===== src/rtl/prog_seq.sv =====
module prog_seq #(
  parameter int MW = 4,
  parameter int CW = 16
) (
  input  logic          clk,
  input  logic          rst_n,
  input  logic          start,
  input  logic          done,
  input  logic          abort,
  input  logic [MW-1:0] cfg_mode,
  input  logic [CW-1:0] wait_vcc_up,
  input  logic [CW-1:0] wait_ea_up,
  input  logic [CW-1:0] wait_vpp_up,
  input  logic [CW-1:0] wait_mode_setup,
  input  logic [CW-1:0] wait_hv_down,
  input  logic [CW-1:0] wait_vcc_down,
  output logic          vcc_en,
  output logic          ea_hv_en,
  output logic          vpp_en,
  output logic          tgt_rst_n,
  output logic [MW-1:0] mode_sel,
  output logic          ready,
  output logic          idle
);

  typedef enum logic [3:0] {
    S_OFF, S_VCC_UP, S_EA_UP, S_VPP_UP, S_SETUP, S_RUN, S_VPP_DN, S_EA_DN, S_VCC_DN
  } state_t;

  state_t        st, nxt;
  logic [CW-1:0] cnt, ld;
  logic [MW-1:0] mode_q;
  logic          expired;

  assign expired = (cnt == '0);

  function automatic logic [CW-1:0] to_cnt(input logic [CW-1:0] w);
    return (w == '0) ? '0 : w - CW'(1);
  endfunction

  always_comb begin
    nxt = st;
    case (st)
      S_OFF:    if (start) nxt = S_VCC_UP;
      S_VCC_UP: if (abort) nxt = S_VCC_DN; else if (expired) nxt = S_EA_UP;
      S_EA_UP:  if (abort) nxt = S_EA_DN;  else if (expired) nxt = S_VPP_UP;
      S_VPP_UP: if (abort) nxt = S_VPP_DN; else if (expired) nxt = S_SETUP;
      S_SETUP:  if (abort) nxt = S_VPP_DN; else if (expired) nxt = S_RUN;
      S_RUN:    if (abort || done) nxt = S_VPP_DN;
      S_VPP_DN: if (expired) nxt = S_EA_DN;
      S_EA_DN:  if (expired) nxt = S_VCC_DN;
      S_VCC_DN: if (expired) nxt = S_OFF;
      default:  nxt = S_OFF;
    endcase
  end

  always_comb begin
    case (nxt)
      S_VCC_UP: ld = to_cnt(wait_vcc_up);
      S_EA_UP:  ld = to_cnt(wait_ea_up);
      S_VPP_UP: ld = to_cnt(wait_vpp_up);
      S_SETUP:  ld = to_cnt(wait_mode_setup);
      S_VPP_DN: ld = to_cnt(wait_hv_down);
      S_EA_DN:  ld = to_cnt(wait_hv_down);
      S_VCC_DN: ld = to_cnt(wait_vcc_down);
      default:  ld = '0;
    endcase
  end

  always_ff @(posedge clk or negedge rst_n) begin
    if (!rst_n) begin
      st     <= S_OFF;
      cnt    <= '0;
      mode_q <= '0;
    end else begin
      st <= nxt;
      if (nxt != st) cnt <= ld;
      else if (!expired) cnt <= cnt - CW'(1);
      if (nxt == S_SETUP && st != S_SETUP) mode_q <= cfg_mode;
      else if (nxt == S_OFF && st != S_OFF) mode_q <= '0;
    end
  end

  assign vcc_en    = st inside {S_VCC_UP, S_EA_UP, S_VPP_UP, S_SETUP, S_RUN, S_VPP_DN, S_EA_DN};
  assign ea_hv_en  = st inside {S_EA_UP, S_VPP_UP, S_SETUP, S_RUN, S_VPP_DN};
  assign vpp_en    = st inside {S_VPP_UP, S_SETUP, S_RUN};
  assign tgt_rst_n = (st == S_RUN);
  assign ready     = (st == S_RUN);
  assign idle      = (st == S_OFF);
  assign mode_sel  = mode_q;

endmodule


===== config.mk =====
export PLATFORM = sky130hd
export DESIGN_NAME = prog_seq
export DESIGN_NICKNAME = d
export VERILOG_FILES = /design/src/rtl/prog_seq.sv
export SDC_FILE = /design/constraint.sdc
export NUM_CORES = 1
export LEC_CHECK = 0
export BUFFER_PORTS_ARGS = -buffer_cell sky130_fd_sc_hd__buf_2
export CAP_MARGIN = 20
export CORE_MARGIN = 2
export CORE_UTILIZATION = 50
export CTS_BUF_LIST = sky130_fd_sc_hd__clkbuf_8
export CTS_CLUSTER_SIZE = 25
export DETAILED_ROUTE_END_ITERATION = 10
export GPL_ROUTABILITY_DRIVEN = 1
export PLACE_DENSITY_LB_ADDON = 0.15
export SLEW_MARGIN = 20
export SYNTH_ARGS = -nofsm -noshare
export SYNTH_HDL_FRONTEND = slang
export SYNTH_SLANG_ARGS = --single-unit

===== constraint.sdc =====
create_clock -name clk -period 2.9 [get_ports clk]
set_input_delay 0.145 -clock clk [delete_from_list [all_inputs] [get_ports clk]]
set_output_delay 0.145 -clock clk [all_outputs]
set_load 0.05 [all_outputs]

Word-level counts from Yosys, hierarchy flattened
Cells that the tools add are included.
- bits in registers: 24
- bits of input ports: 105
- output and inout port bits: 10
- add/sub/neg operators: 7
- eq/ne operators: 18
- muxes and demuxes: 25
- reductions and logical operators: 18
- operator list (operator ; number):
    16-bit two-way mux ; 8
    16-bit logical NOT ; 7
    16-bit by 1-bit subtractor with 16-bit output, second input constant ; 7
    16-bit one-hot mux with 6 select lines ; 1
    4-bit two-way mux ; 15
    4-bit one-hot mux with 9 select lines ; 1
    4-bit by 3-bit == test with 1-bit output, second input constant ; 7
    4-bit by 2-bit == test with 1-bit output, second input constant ; 4
    4-bit by 1-bit == test with 1-bit output, second input constant ; 2
    4-bit == test, second input constant ; 2
    4-bit logical NOT ; 2
    7-bit nonzero test ; 1
    5-bit nonzero test ; 1
    4-bit by 3-bit != test with 1-bit output, second input constant ; 1
    4-bit != test ; 1
    4-bit nonzero test ; 1
    3-bit nonzero test ; 1
    1-bit logical AND ; 2
    2-bit by 1-bit != test with 1-bit output, second input constant ; 1
    2-bit nonzero test ; 1
    2-bit OR reduction ; 1
    1-bit logical OR ; 1

Logic depth before layout (Yosys ltp)
Gate-level depths: netlist (run 1).
- depth in word-level cells: 8
- mapped depth: 12
- mapped depth without buffers: 10

Least setup slack after synthesis (run 1)
OpenSTA, ideal clock, no wires.
- path kind: register to register
- from: register cnt[0]
- to: register cnt[15]
- setup time: 0.151 ns
- arrival: 2.953 ns
- slack: -0.204 ns
- stages on the path, launching flop included: 13
- cells stage by stage: dfrtp_1 > inv_1 > ha_1 > or4b_1 > or3_1 > buf_2 > or4_4 > buf_6 > o2bb2ai_2 > and3_4 > buf_6 > a221oi_2 > a41oi_1
- longest elaborated chain between the ends: 8
- RTL lines (what ; line ; RTL):
    from (decl) ; 31 ; logic [CW-1:0] cnt, ld;
    from (signal assigned) ; 77 ; if (nxt != st) cnt <= ld;
    from (signal assigned) ; 78 ; else if (!expired) cnt <= cnt - CW'(1);
    16-bit logical NOT (*) ; 35 ; assign expired = (cnt == '0);
    4-bit two-way mux, on equally long branches (2 in a row) ; n/a ;
    4-bit one-hot mux with 9 select lines (*) ; 43 ; case (st)
    via nxt[2] ; 30 ; state_t st, nxt;
    4-bit by 3-bit == test with 1-bit output ; 58 ; case (nxt)
    2-bit OR reduction (no line) ; n/a ;
    16-bit one-hot mux with 6 select lines ; 58 ;
    16-bit two-way mux ; 77 ;
Mark *: on every way through the listed nets, which the timed path passes. The rest lies on a longest branch. The select of a mux whose other input is x is not followed.
A chain may end at the register's enable or synchronous reset.

Worst setup path after layout (run 1)
- from: register cnt[0]
- to: register cnt[8]
The elaborated chain is that of the path after synthesis.

==> results of run 1 <==
==> critical path: stages, from the launching register on <==
cell	delay (ns)
sky130_fd_sc_hd__dfrtp_1	0.41
sky130_fd_sc_hd__inv_2	0.08
sky130_fd_sc_hd__ha_4	0.14
sky130_fd_sc_hd__or4b_4	0.48
sky130_fd_sc_hd__or3_4	0.35
sky130_fd_sc_hd__or4_4	0.45
sky130_fd_sc_hd__o2bb2ai_4	0.19
sky130_fd_sc_hd__and3_4	0.22
sky130_fd_sc_hd__a221oi_2	0.30
sky130_fd_sc_hd__a31oi_1	0.15
==> registers in the layout, indices dropped and copies added (netlist names) <==
| name | flops |
|---|---|
| cnt | 16 |
| mode_sel | 4 |
| st | 4 |
==> through the flow <==
stage | power [W] | cell area (um2) | worst slack [ns] | setup TNS (ns) | utilization [%]
after CTS | 0.00364 | 5080 | -0.0195 | -0.0355 | 65.5
after global placement | 0.00326 | 4970 | 0.00204 | 0 | 64.0
after detailed placement | 0.00330 | 4970 | -0.0891 | -0.288 | 64.0
after global routing | 0.00420 | 5230 | -0.0788 | -0.485 | 67.3
after floorplan | 0.00244 | 4070 | -0.0704 | -0.142 | -
final | 0.00396 | 5230 | -0.0177 | -0.0177 | 67.3
==> cell families (layout without fill, tap and decap cells) <==
group	count (synthesis)	after routing	share of synthesized area [%]
AO/OA/AOI/OAI	113	113	19.9
XOR/XNOR	87	87	18.8
adder cells (fa/ha/maj)	13	13	4.02
buffers and inverters	42	183	4.64
flip-flops	24	24	14.8
multiplexers	4	4	1.02
AND/OR/NAND/NOR	282	283	36.8
==> metal layers <==
metal / vias to the layer above / routed length, um / global-route usage [%]
met4: 0 / 480 / 7.97
met5: - / 0 / 0
li1: 2389 / - / -
met2: 280 / 6660 / 51.4
met3: 44 / 1150 / 3.45
met1: 2286 / 5970 / 41.9
==> where the power goes <==
group,leakage [nW],internal [W],total [W],switching [W]
sequential,0.284,0.000513,0.000700,0.000187
clock,0.0357,0.000185,0.000311,0.000126
combinational,1.82,0.00126,0.00295,0.00169
==> area by class of cell <==
cell class                      count  area share, %
Clock buffer                        3          0.790
Clock inverter                      1          0.574
Inverter                           18           1.29
Multi-Input combinational cell    500           65.4
Sequential cell                    24           11.5
Tap cell                          102           2.44
Timing Repair Buffer              161           18.0
==> cell usage after synthesis, drive strengths merged (12+ instances only) <==
master,n
nand2,47
dfrtp,24
xor2,48
nor3,48
nand3,19
a21oi,22
buf,12
inv,18
nor2,68
clkbuf,12
o21ai,20
xnor2,39
nor4,29
ha,13
==> worst paths after layout <==
kind / from / endpoint / slack, ns
worst max-delay path: cnt[0] / cnt[8] / -0.02
worst max register to register: cnt[0] / cnt[8] / -0.02
max in group asynchronous: rst_n / mode_sel[1] / 2.11
worst min register to register: mode_sel[2] / mode_sel[2] / 0.53
worst min-delay path: cfg_mode[1] / mode_sel[1] / 0.07
min in group asynchronous: rst_n / st[3] / 0.39
==> timing repair <==
action                                 CTS  global route
hold buffers                             1             0
endpoints found under the hold margin   24             0
setup endpoints to repair               12            20
pin swaps                                1             3
gates resized for setup                  5            20
setup buffers                            0             3
cloned                                   0             1
==> results summary, run 1 <==
The average wire per standard cell is 17.6 um. The arrival time at the worst endpoint came out at 3.06 ns. The buffer levels on the longest clock path is 2.

The post-synth design cell area is 4050 um2. The number of cells in the design after placement came out at 800. The count of flip-flops with a built-in enable after synthesis came out at 0. The DRC violation count after routing is 0. The top cell types in the final layout, fill and taps aside, are sky130_fd_sc_hd__buf_2 (114), sky130_fd_sc_hd__nor2_1 (68), sky130_fd_sc_hd__xor2_1 (48), sky130_fd_sc_hd__nor3_1 (47), sky130_fd_sc_hd__nand2_1 (46). The number of H-tree levels came out at 1. The hold slack came out at 0.0685 ns. Among all flip-flop cells after synthesis, the most frequent one is sky130_fd_sc_hd__dfrtp_1. The synthesis-stage register bit count is 24.

The run finished, with violations left. The share of final-layout standard cells stronger than drive strength 1 came out at 28.6%. The cell leakage power is 2.14 nW. TritonCTS built the clock tree. The initial core utilization is 52.1%. The congestion estimate from routability-driven global placement came to 0.945. The number of endpoints with negative hold slack in the final report is 0. The synthesis-to-finish area growth came out at 29.2%.

The final count of pins violating max slew is 0. The maximum number of pins on one net before global-route repair is 25. The clock sink count is 24. The total area of multi-input combinational cells is 3420 um2. The first TritonRoute pass finished after 5 iterations. The total number of nets in the final design is 826. Excluding fillers, the count of instances in the completed layout stands at 809. The top cell type's share of synthesized area is 14.8%. The total CTS buffers is 3. The peak fanout along the critical path is 6.

The remaining number of nets flagged by the antenna check after routing is 0. The library cell used most frequently in the layout, excluding fill and tap cells, is sky130_fd_sc_hd__buf_2. The total of endpoints with negative setup slack in the final report is 1. After layout, the worst setup slack is -0.0177 ns. Synthesis produced a netlist with a net count of 683. Setup repair after global routing could not meet its margin everywhere. Using the TritonRoute via totals, the vias-per-cell ratio works out to 6.18.

The die outline width came out at 94.0 um. The number of diodes came out at 0. The worst hold path belongs to the class input pin to flip-flop. The share of synthesized registers carrying an async set or reset came out at 100%.

During placement, the flow inserted port buffers numbering 114. The global-route usage over all layers came out at 30.7%. Wires add up to 14.3 mm. The count of mapped cells out of synthesis is 565. STA classifies the critical path startpoint as a flip-flop. The floorplan die area is 8830 um2. The initial antenna violation count is 0. The count of fill cells added during filler insertion is 696.

The max-capacitance violation count is 0. The number of stages on the worst hold path is 3. The total power density per cell area is 757 nW/um2. After synthesis, the cell types taking the most area are sky130_fd_sc_hd__dfrtp_1 (15%), sky130_fd_sc_hd__xor2_1 (10%), sky130_fd_sc_hd__xnor2_1 (8.4%), sky130_fd_sc_hd__nor2_1 (6.3%), sky130_fd_sc_hd__nor3_1 (5.8%). The minimum clock period is 2.92 ns. The first global-routing pass estimated 21.3 mm of wire.

The average cell area after synthesis came out at 7.16 um2. Detailed routing inserted a total of 4999 vias. The count of warnings emitted by yosys came out at 0. The normalized max-slew margin is 56.2%. The core box area came out at 7770 um2.

The critical path required time is 3.04 ns. The clock-pin slew reported for the worst setup and hold paths after clock tree synthesis came out at 0.09 ns. The worst-skew pair later-pin latency is 0.28 ns. The nature of the critical path endpoint is a flip-flop. The y dimension of the die came out at 94.0 um. The register cell area after layout came out at 601 um2. The register area share after synthesis came out at 14.8%. In this run the clock root is driven by a sky130_fd_sc_hd__clkbuf_8. 115 I/O pins were placed. The global route total overflow came out at 0.

The final period utilization came out at 101%. Of all cell types, the one taking the most synthesized area is sky130_fd_sc_hd__dfrtp_1. The highest achievable clock rate came out at 343 MHz. The via count of the first global-routing pass came out at 4387. The count of cell types in the netlist is 66. Counting cells, the worst reg-to-reg path comes to 9. Row generation in the floorplan step produced 32 rows.

The number of DRC violations after detailed-routing iteration 0 is 433. The slew at the pin closest to its max-slew limit came out at 0.657 ns. On the final layout, the worst clock skew is 0.00576 ns. The final reports fail on setup timing. The wire-length estimate of the detail-placed layout is 11.6 mm. The critical path in this run is classified as flip-flop to flip-flop. The worst-case IR drop observed on VDD is 307 uV.
Note: power is estimated with default switching activity, not from simulation.
==> run 2, diff against run 1 <==
--- a/config.mk
+++ b/config.mk
@@ -9,7 +9,7 @@
 export CAP_MARGIN = 20
 export CORE_MARGIN = 2
 export CORE_UTILIZATION = 50
-export CTS_BUF_LIST = sky130_fd_sc_hd__clkbuf_8
+export CTS_BUF_LIST = sky130_fd_sc_hd__clkbuf_4
 export CTS_CLUSTER_SIZE = 25
 export DETAILED_ROUTE_END_ITERATION = 10
 export GPL_ROUTABILITY_DRIVEN = 1
==> run 2 against run 1 <==
  * The flow still finishes with violations (setup timing)
  * First-iteration DRC count shrank 7.4%
  * Register-to-register slack barely moved
  * Utilization fell by 0.39 points
  * Clock skew is essentially flat
  * Highest routed layer unchanged
==> results summary, run 2 (same netlist as run 1, synthesis figures left out) <==
The number of buffer cells added on primary ports came out at 114. At the end of routability-driven placement, the weighted congestion stood at 0.945. The worst setup path is launched from a flip-flop.

The total number of nets in the final design is 825. At the pin with the least slew margin, the transition time is 0.657 ns. The endpoint of the worst hold path is mode_sel[1]. Traced cell by cell, the critical path runs through inv_2, ha_4, or4b_4, or3_4, or4_4, o2bb2ai_4, and3_4, a221oi_2, a31oi_1.

The TritonCTS clock tree is yes. The number of cells in the design after placement came out at 800. The clock-pin slew reported for the worst setup and hold paths after clock tree synthesis is 0.16 ns. The tree is rooted in a sky130_fd_sc_hd__clkbuf_4.

In this run the horizontal extent of the chip is 94.0 um. The global-route usage over all layers is 30.6%. Counting along the longest clock path gives a buffer depth of 2. The highest achievable clock rate came out at 344 MHz. The type of the setup path with the least slack is flip-flop to flip-flop. The clock tree skew after final layout is 0.00534 ns. In the final layout, the share of cells above drive strength 1 is 28.8%. From bottom edge to top edge, the die measures 94.0 um. The final period utilization came out at 100%. The clock sink count is 24. The number of placed I/O pins came out at 115. The first detailed-routing pass took 5 iterations.

The flip-flop count of the largest register after layout came out at 16. The initial core utilization came out at 52.1%. In this run the tightest slew margin relative to its limit is 55.8%. The final non-filler cell total came out at 808. The number of diodes is 0.

The worst register-to-register path has a setup slack of -0.008 ns. The total of endpoints with negative setup slack in the final report came out at 1. The arrival time at the worst endpoint came out at 3.12 ns. The global-route wire length before repair is 21.3 mm. The count of vias placed by the detailed router came out at 4915. The synthesis-to-finish area growth came out at 28.4%. The peak supply drop is 304 uV. The checks that failed: setup timing. The via count of the first global-routing pass is 4403. The delay contributed by the slowest stage of the critical path is 0.48 ns. The via-per-instance ratio came out at 6.08. The flow ran to the end, but the final reports show violations.

The number of DRC violations after detailed-routing iteration 0 is 401. The initial antenna violation count came to 0. The core box area came out at 7770 um2. Setup repair after global routing could not meet its margin everywhere. The finished cells cover 5200 um2. Counting both buffers and inverters, the worst setup path holds a total of 1. Once routing completed, OpenROAD measured the worst setup slack at -0.00778 ns. The floorplan die area is 8830 um2.

Leaving out fill and tap cells, the most frequent cells in the layout are sky130_fd_sc_hd__buf_2 (114), sky130_fd_sc_hd__nor2_1 (68), sky130_fd_sc_hd__xor2_1 (48), sky130_fd_sc_hd__nor3_1 (47), sky130_fd_sc_hd__nand2_1 (46). Entering global routing, the biggest net connects 25 pins. The remaining number of nets flagged by the antenna check after routing came out at 0. The kind of cell adding the most delay to the critical path is simple AND/OR/NAND/NOR gates. The total CTS buffers is 3. The DRC violation count after routing came out at 0. The max-capacitance violation count came out at 0. The number of endpoints with negative hold slack in the final report came to 0.

The minimum clock period is 2.91 ns. cnt holds more flip-flops than any other register. Setup total negative slack on the finished layout was measured at -0.00778 ns. The worst register-to-register path begins at cnt[0]. The total power density per cell area came out at 744 nW/um2.

The largest individual stage delay along the critical path comes from the cell sky130_fd_sc_hd__or4b_4. STA puts the critical path data required time at 3.12 ns. The average wire per standard cell is 17.3 um. The peak fanout along the critical path came out at 6. The global route total overflow came out at 0. The cell leakage power is 2.12 nW. The worst-skew pair later-pin latency is 0.33 ns.

In this run the critical register-to-register path is captured at cnt[8]. The number of H-tree levels came out at 1. The routed design has 14.0 mm of wire. The startpoint identified for the worst hold timing path is cfg_mode[1]. The final count of pins violating max slew came out at 0.

For the worst flop-to-flop path, the logic depth is 9. Leaving out fill and tap cells, the most frequent cell in the layout is sky130_fd_sc_hd__buf_2. The worst hold path belongs to the class input pin to flip-flop. The total cell area at the placement stage came out at 4970 um2. STA classifies the critical path endpoint as a flip-flop.

The floorplan has 32 rows. The detailed placer's ending HPWL is 11.6 mm. The number of stages on the worst hold path is 3.
run 2: worst max-delay path by stage:
| stage | startpoint | to | slack (ns) | cells past startpoint |
|---|---|---|---|---|
| after floorplan | cnt[1] | cnt[15] | -0.07 | 12 |
| after global placement | cnt[1] | cnt[10] | 0.002 | 10 |
| after detailed placement | cnt[0] | cnt[10] | -0.09 | 10 |
| after CTS | cnt[0] | cnt[13] | -0.03 | 9 |
| after global routing | cnt[4] | cnt[3] | -0.07 | 10 |
| final | cnt[0] | cnt[8] | -0.008 | 9 |
run 2: report_power, final:
group | internal [W] | switching (W) | total [W]
clock network | 0.000140 | 0.000121 | 0.000261
logic | 0.00124 | 0.00166 | 0.00290
registers | 0.000512 | 0.000194 | 0.000706
run 2: through the flow:
stage	hold WS [ns]	util, %	setup WS [ns]	total power, W
finish	0.00114	66.9	-0.00778	0.00387
global route	0.0350	66.9	-0.0711	0.00413
CTS	0.0126	65.2	-0.0254	0.00359
detailed placement	0.183	64.0	-0.0891	0.00330
global placement	0.174	64.0	0.00204	0.00326
floorplan	-0.151	-	-0.0704	0.00244
run 2: area by class of cell:
| class | count | area (um2) |
|---|---|---|
| clock inverters | 1 | 30.0 |
| flip-flops and latches | 24 | 601 |
| inverters | 18 | 67.6 |
| well taps | 102 | 128 |
| clock buffers | 3 | 22.5 |
| multi-input cells | 500 | 3420 |
| fillers | 699 | 2570 |
| repair buffers | 160 | 931 |
run 2: layer usage:
layer	up-vias	share of wire (%)	global-route usage [%]
li1	2389	-	-
met1	2239	42	41.5
met2	251	47	51.2
met3	36	7.8	3.45
met4	0	3.0	8.70
met5	-	0	0
run 2: tightest hold or removal path: cells and delay by family:
family	cells	cell delay [ns]
buffers and inverters	1	0.07
AOI/OAI and AO/OA	1	0.06
and+or+nand+nor	1	0.03
run 2: timing repair:
item                       in CTS  in global routing
hold endpoints to repair       24                  0
buffers inserted                0                  2
gates resized for setup         5                 20
setup endpoints to repair      14                 20
cloned                          0                  1
hold buffers                    1                  0
pin swaps                       1                  6
==> run 3, diff against run 2 <==
--- a/config.mk
+++ b/config.mk
@@ -13,7 +13,9 @@
 export CTS_CLUSTER_SIZE = 25
 export DETAILED_ROUTE_END_ITERATION = 10
 export GPL_ROUTABILITY_DRIVEN = 1
+export MAX_ROUTING_LAYER = met4
 export PLACE_DENSITY_LB_ADDON = 0.15
+export SETUP_SLACK_MARGIN = 0.3
 export SLEW_MARGIN = 20
 export SYNTH_ARGS = -nofsm -noshare
 export SYNTH_HDL_FRONTEND = slang
==> run 3 against run 2 <==
  * The run now ends clean
  * Clock power fell by 4%
  * Worst hold slack improved by 0.015 ns
  * Total power rose by 16%
  * Global-route usage rose by 3.5 points
  * First-iteration DRC count rose by 3.0%
  * Largest power group unchanged
==> results summary, run 3 (same netlist as run 1, synthesis figures left out) <==
The initial antenna violation count came to 0. Summed over all layers, the routed wires come to 15.1 mm. The number of placed I/O pins is 115. The floorplan die area came out at 8830 um2. The clock net in this run drives a total of 24 sinks. The via count of the first global-routing pass came to 4922. The final design utilization is 73.0%. The critical path buffer and inverter count is 4. The number of DRC violations after detailed-routing iteration 0 is 413. The hold slack is 0.0163 ns. The library cells used most frequently in the layout, excluding fill and tap cells, are sky130_fd_sc_hd__buf_2 (114), sky130_fd_sc_hd__nor2_1 (66), sky130_fd_sc_hd__buf_4 (59), sky130_fd_sc_hd__xor2_1 (48), sky130_fd_sc_hd__nor3_1 (44). The highest achievable clock rate came out at 353 MHz. The number of H-tree levels came out at 1.

Along the worst hold path, the cell count comes to 3. After the last flow step, the layout net total stands at 855. The global-route wire length before repair is 23.4 mm.

The worst-skew pair later-pin latency is 0.33 ns. The slew at the pin closest to its max-slew limit came out at 0.864 ns. The worst setup path is of the flip-flop to flip-flop kind.

The share of final-layout standard cells stronger than drive strength 1 came out at 35.7%. The detailed placer's ending HPWL is 11.7 mm. The y dimension of the die is 94.0 um. The number of core rows came out at 32. The core region is 7770 um2. In this run the critical register-to-register path is launched from cnt[10]. STA classifies the critical path endpoint as a flip-flop.

The final count of pins violating max slew came out at 0. The register-to-register path setup slack is 0.07 ns. In the final routed layout, each cell accounts on average for 18.0 um. The final period utilization came out at 97.7%. The global-route usage over all layers is 34.1%. The leading cell type in the layout, fill and taps excluded is sky130_fd_sc_hd__buf_2.

The count of vias placed by the detailed router is 5229. The total CTS buffers is 3. The worst path needs 2.83 ns of the cycle, external delays included.

Setup repair after global routing could not meet its margin everywhere. The signal on the critical path passes through or4_4, nor4_4, buf_4, a31oi_4, or3_4, buf_6, nor3_4, buf_4, buf_6, a22oi_2, a31oi_1. The kind of path behind the tightest hold check is input pin to flip-flop. The register with the most flip-flops in the final layout is cnt. The die is 94.0 um wide. The total of endpoints with negative setup slack in the final report is 0.

The worst hold path begins at cfg_mode[1]. Across the VDD grid, the largest voltage drop is 338 uV. The normalized max-slew margin is 42.4%. The largest individual stage delay along the critical path comes from the cell sky130_fd_sc_hd__or4_4. The global route total overflow is 0. Among cell families on the critical path, the largest total delay comes from simple AND/OR/NAND/NOR gates. The peak fanout along the critical path came out at 8.

In this design, the stage delay of the slowest critical-path cell is 0.54 ns. The flow ran to the end, and the final reports show no timing, DRC or antenna violations. Across the routed clock network, the largest skew measured is 0.00659 ns. The initial core utilization is 52.1%. In the routed design, unresolved DRC markers number 0. The number of diodes is 0. The cell leakage power is 2.32 nW. Once detail routing completed, the nets flagged for antenna violations numbered 0. The total power density per cell area came out at 791 nW/um2. The maximum number of pins on one net before global-route repair is 25. The number of cell instances on the worst register-to-register path is 11. TritonCTS built the clock tree. The number of endpoints with negative hold slack in the final report is 0. Power comes to 0.00449 W. The count of TritonRoute iterations in the first routing pass came out at 5. The flip-flop count of the largest register after layout is 16. The congestion estimate from routability-driven global placement came to 1.04. The critical path required time came out at 3.15 ns.

The worst setup path is launched from a flip-flop. In this run the tool buffered the top-level ports with 114 buffer cells. Max-cap violations in this run came to 0. The buffer levels on the longest clock path came out at 2. For hold timing, the worst endpoint is mode_sel[1].

The synthesis-to-finish area growth came out at 40.2%. Clock tree synthesis selected as its root buffer the cell sky130_fd_sc_hd__clkbuf_4. The clock-pin slew reported for the worst setup and hold paths after clock tree synthesis is 0.15 ns. The via-per-instance ratio came out at 6.24. The arrival time at the worst endpoint came out at 3.09 ns.

The endpoint identified for the worst register-to-register timing path is cnt[5].
[run 3: repair_timing]
action	in CTS	in global routing
pin swaps	30	17
hold buffers	1	0
setup buffers	24	6
hold endpoints to repair	24	0
resized for setup	56	34
cloned	3	0
setup endpoints to repair	20	20
[run 3: metal layers]
metal	wire [um]	track usage [%]	share of wire, %	up-vias
li1	-	-	-	2450
met5	0	-	0	-
met2	6960	55.2	46	310
met3	1240	3.85	8.2	70
met4	799	17.6	5.3	0
met1	6110	42.0	40	2399
[run 3: worst max-delay path by stage]
stage	cells past startpoint	to	slack [ns]	start
4_1_cts	9	cnt[0]	0.1	cnt[0]
6_report	11	cnt[5]	0.07	cnt[10]
3_3_place_gp	10	cnt[10]	-0.06	cnt[1]
5_1_grt	13	cnt[5]	-0.06	cnt[0]
2_1_floorplan	12	cnt[15]	-0.07	cnt[1]
3_5_place_dp	10	cnt[10]	-0.05	cnt[0]
[run 3: tightest hold or removal path, cell delays in order]
cell and delay, ns:
sky130_fd_sc_hd__buf_2 0.08, sky130_fd_sc_hd__nand2_2 0.05, sky130_fd_sc_hd__o21ai_2 0.04
[run 3: metrics by stage]
stage               std cells  instance area, um2  setup WS (ns)  TNS [ns]
CTS                       832                5500         0.0965         0
global placement          800                4970        -0.0557   -0.0557
detailed placement        800                4970        -0.0532   -0.0532
finish                    838                5670         0.0664         0
global route              838                5670        -0.0597    -0.277
floorplan                 565                4080        -0.0704    -0.142
[run 3: layout make-up]
type	instances	area, um2
multi-input combinational	500	3620
inverter	18	67.6
clock inverter	1	30.0
clock buffer	3	22.5
fill	613	2100
timing repair buffer	190	1200
tap	102	128
sequential	24	601
[run 3: where the power goes]
part | switching (W) | internal [W]
Combinational | 0.00193 | 0.00160
Sequential | 0.000202 | 0.000512
Clock | 0.000111 | 0.000140
Total | 0.00224 | 0.00225
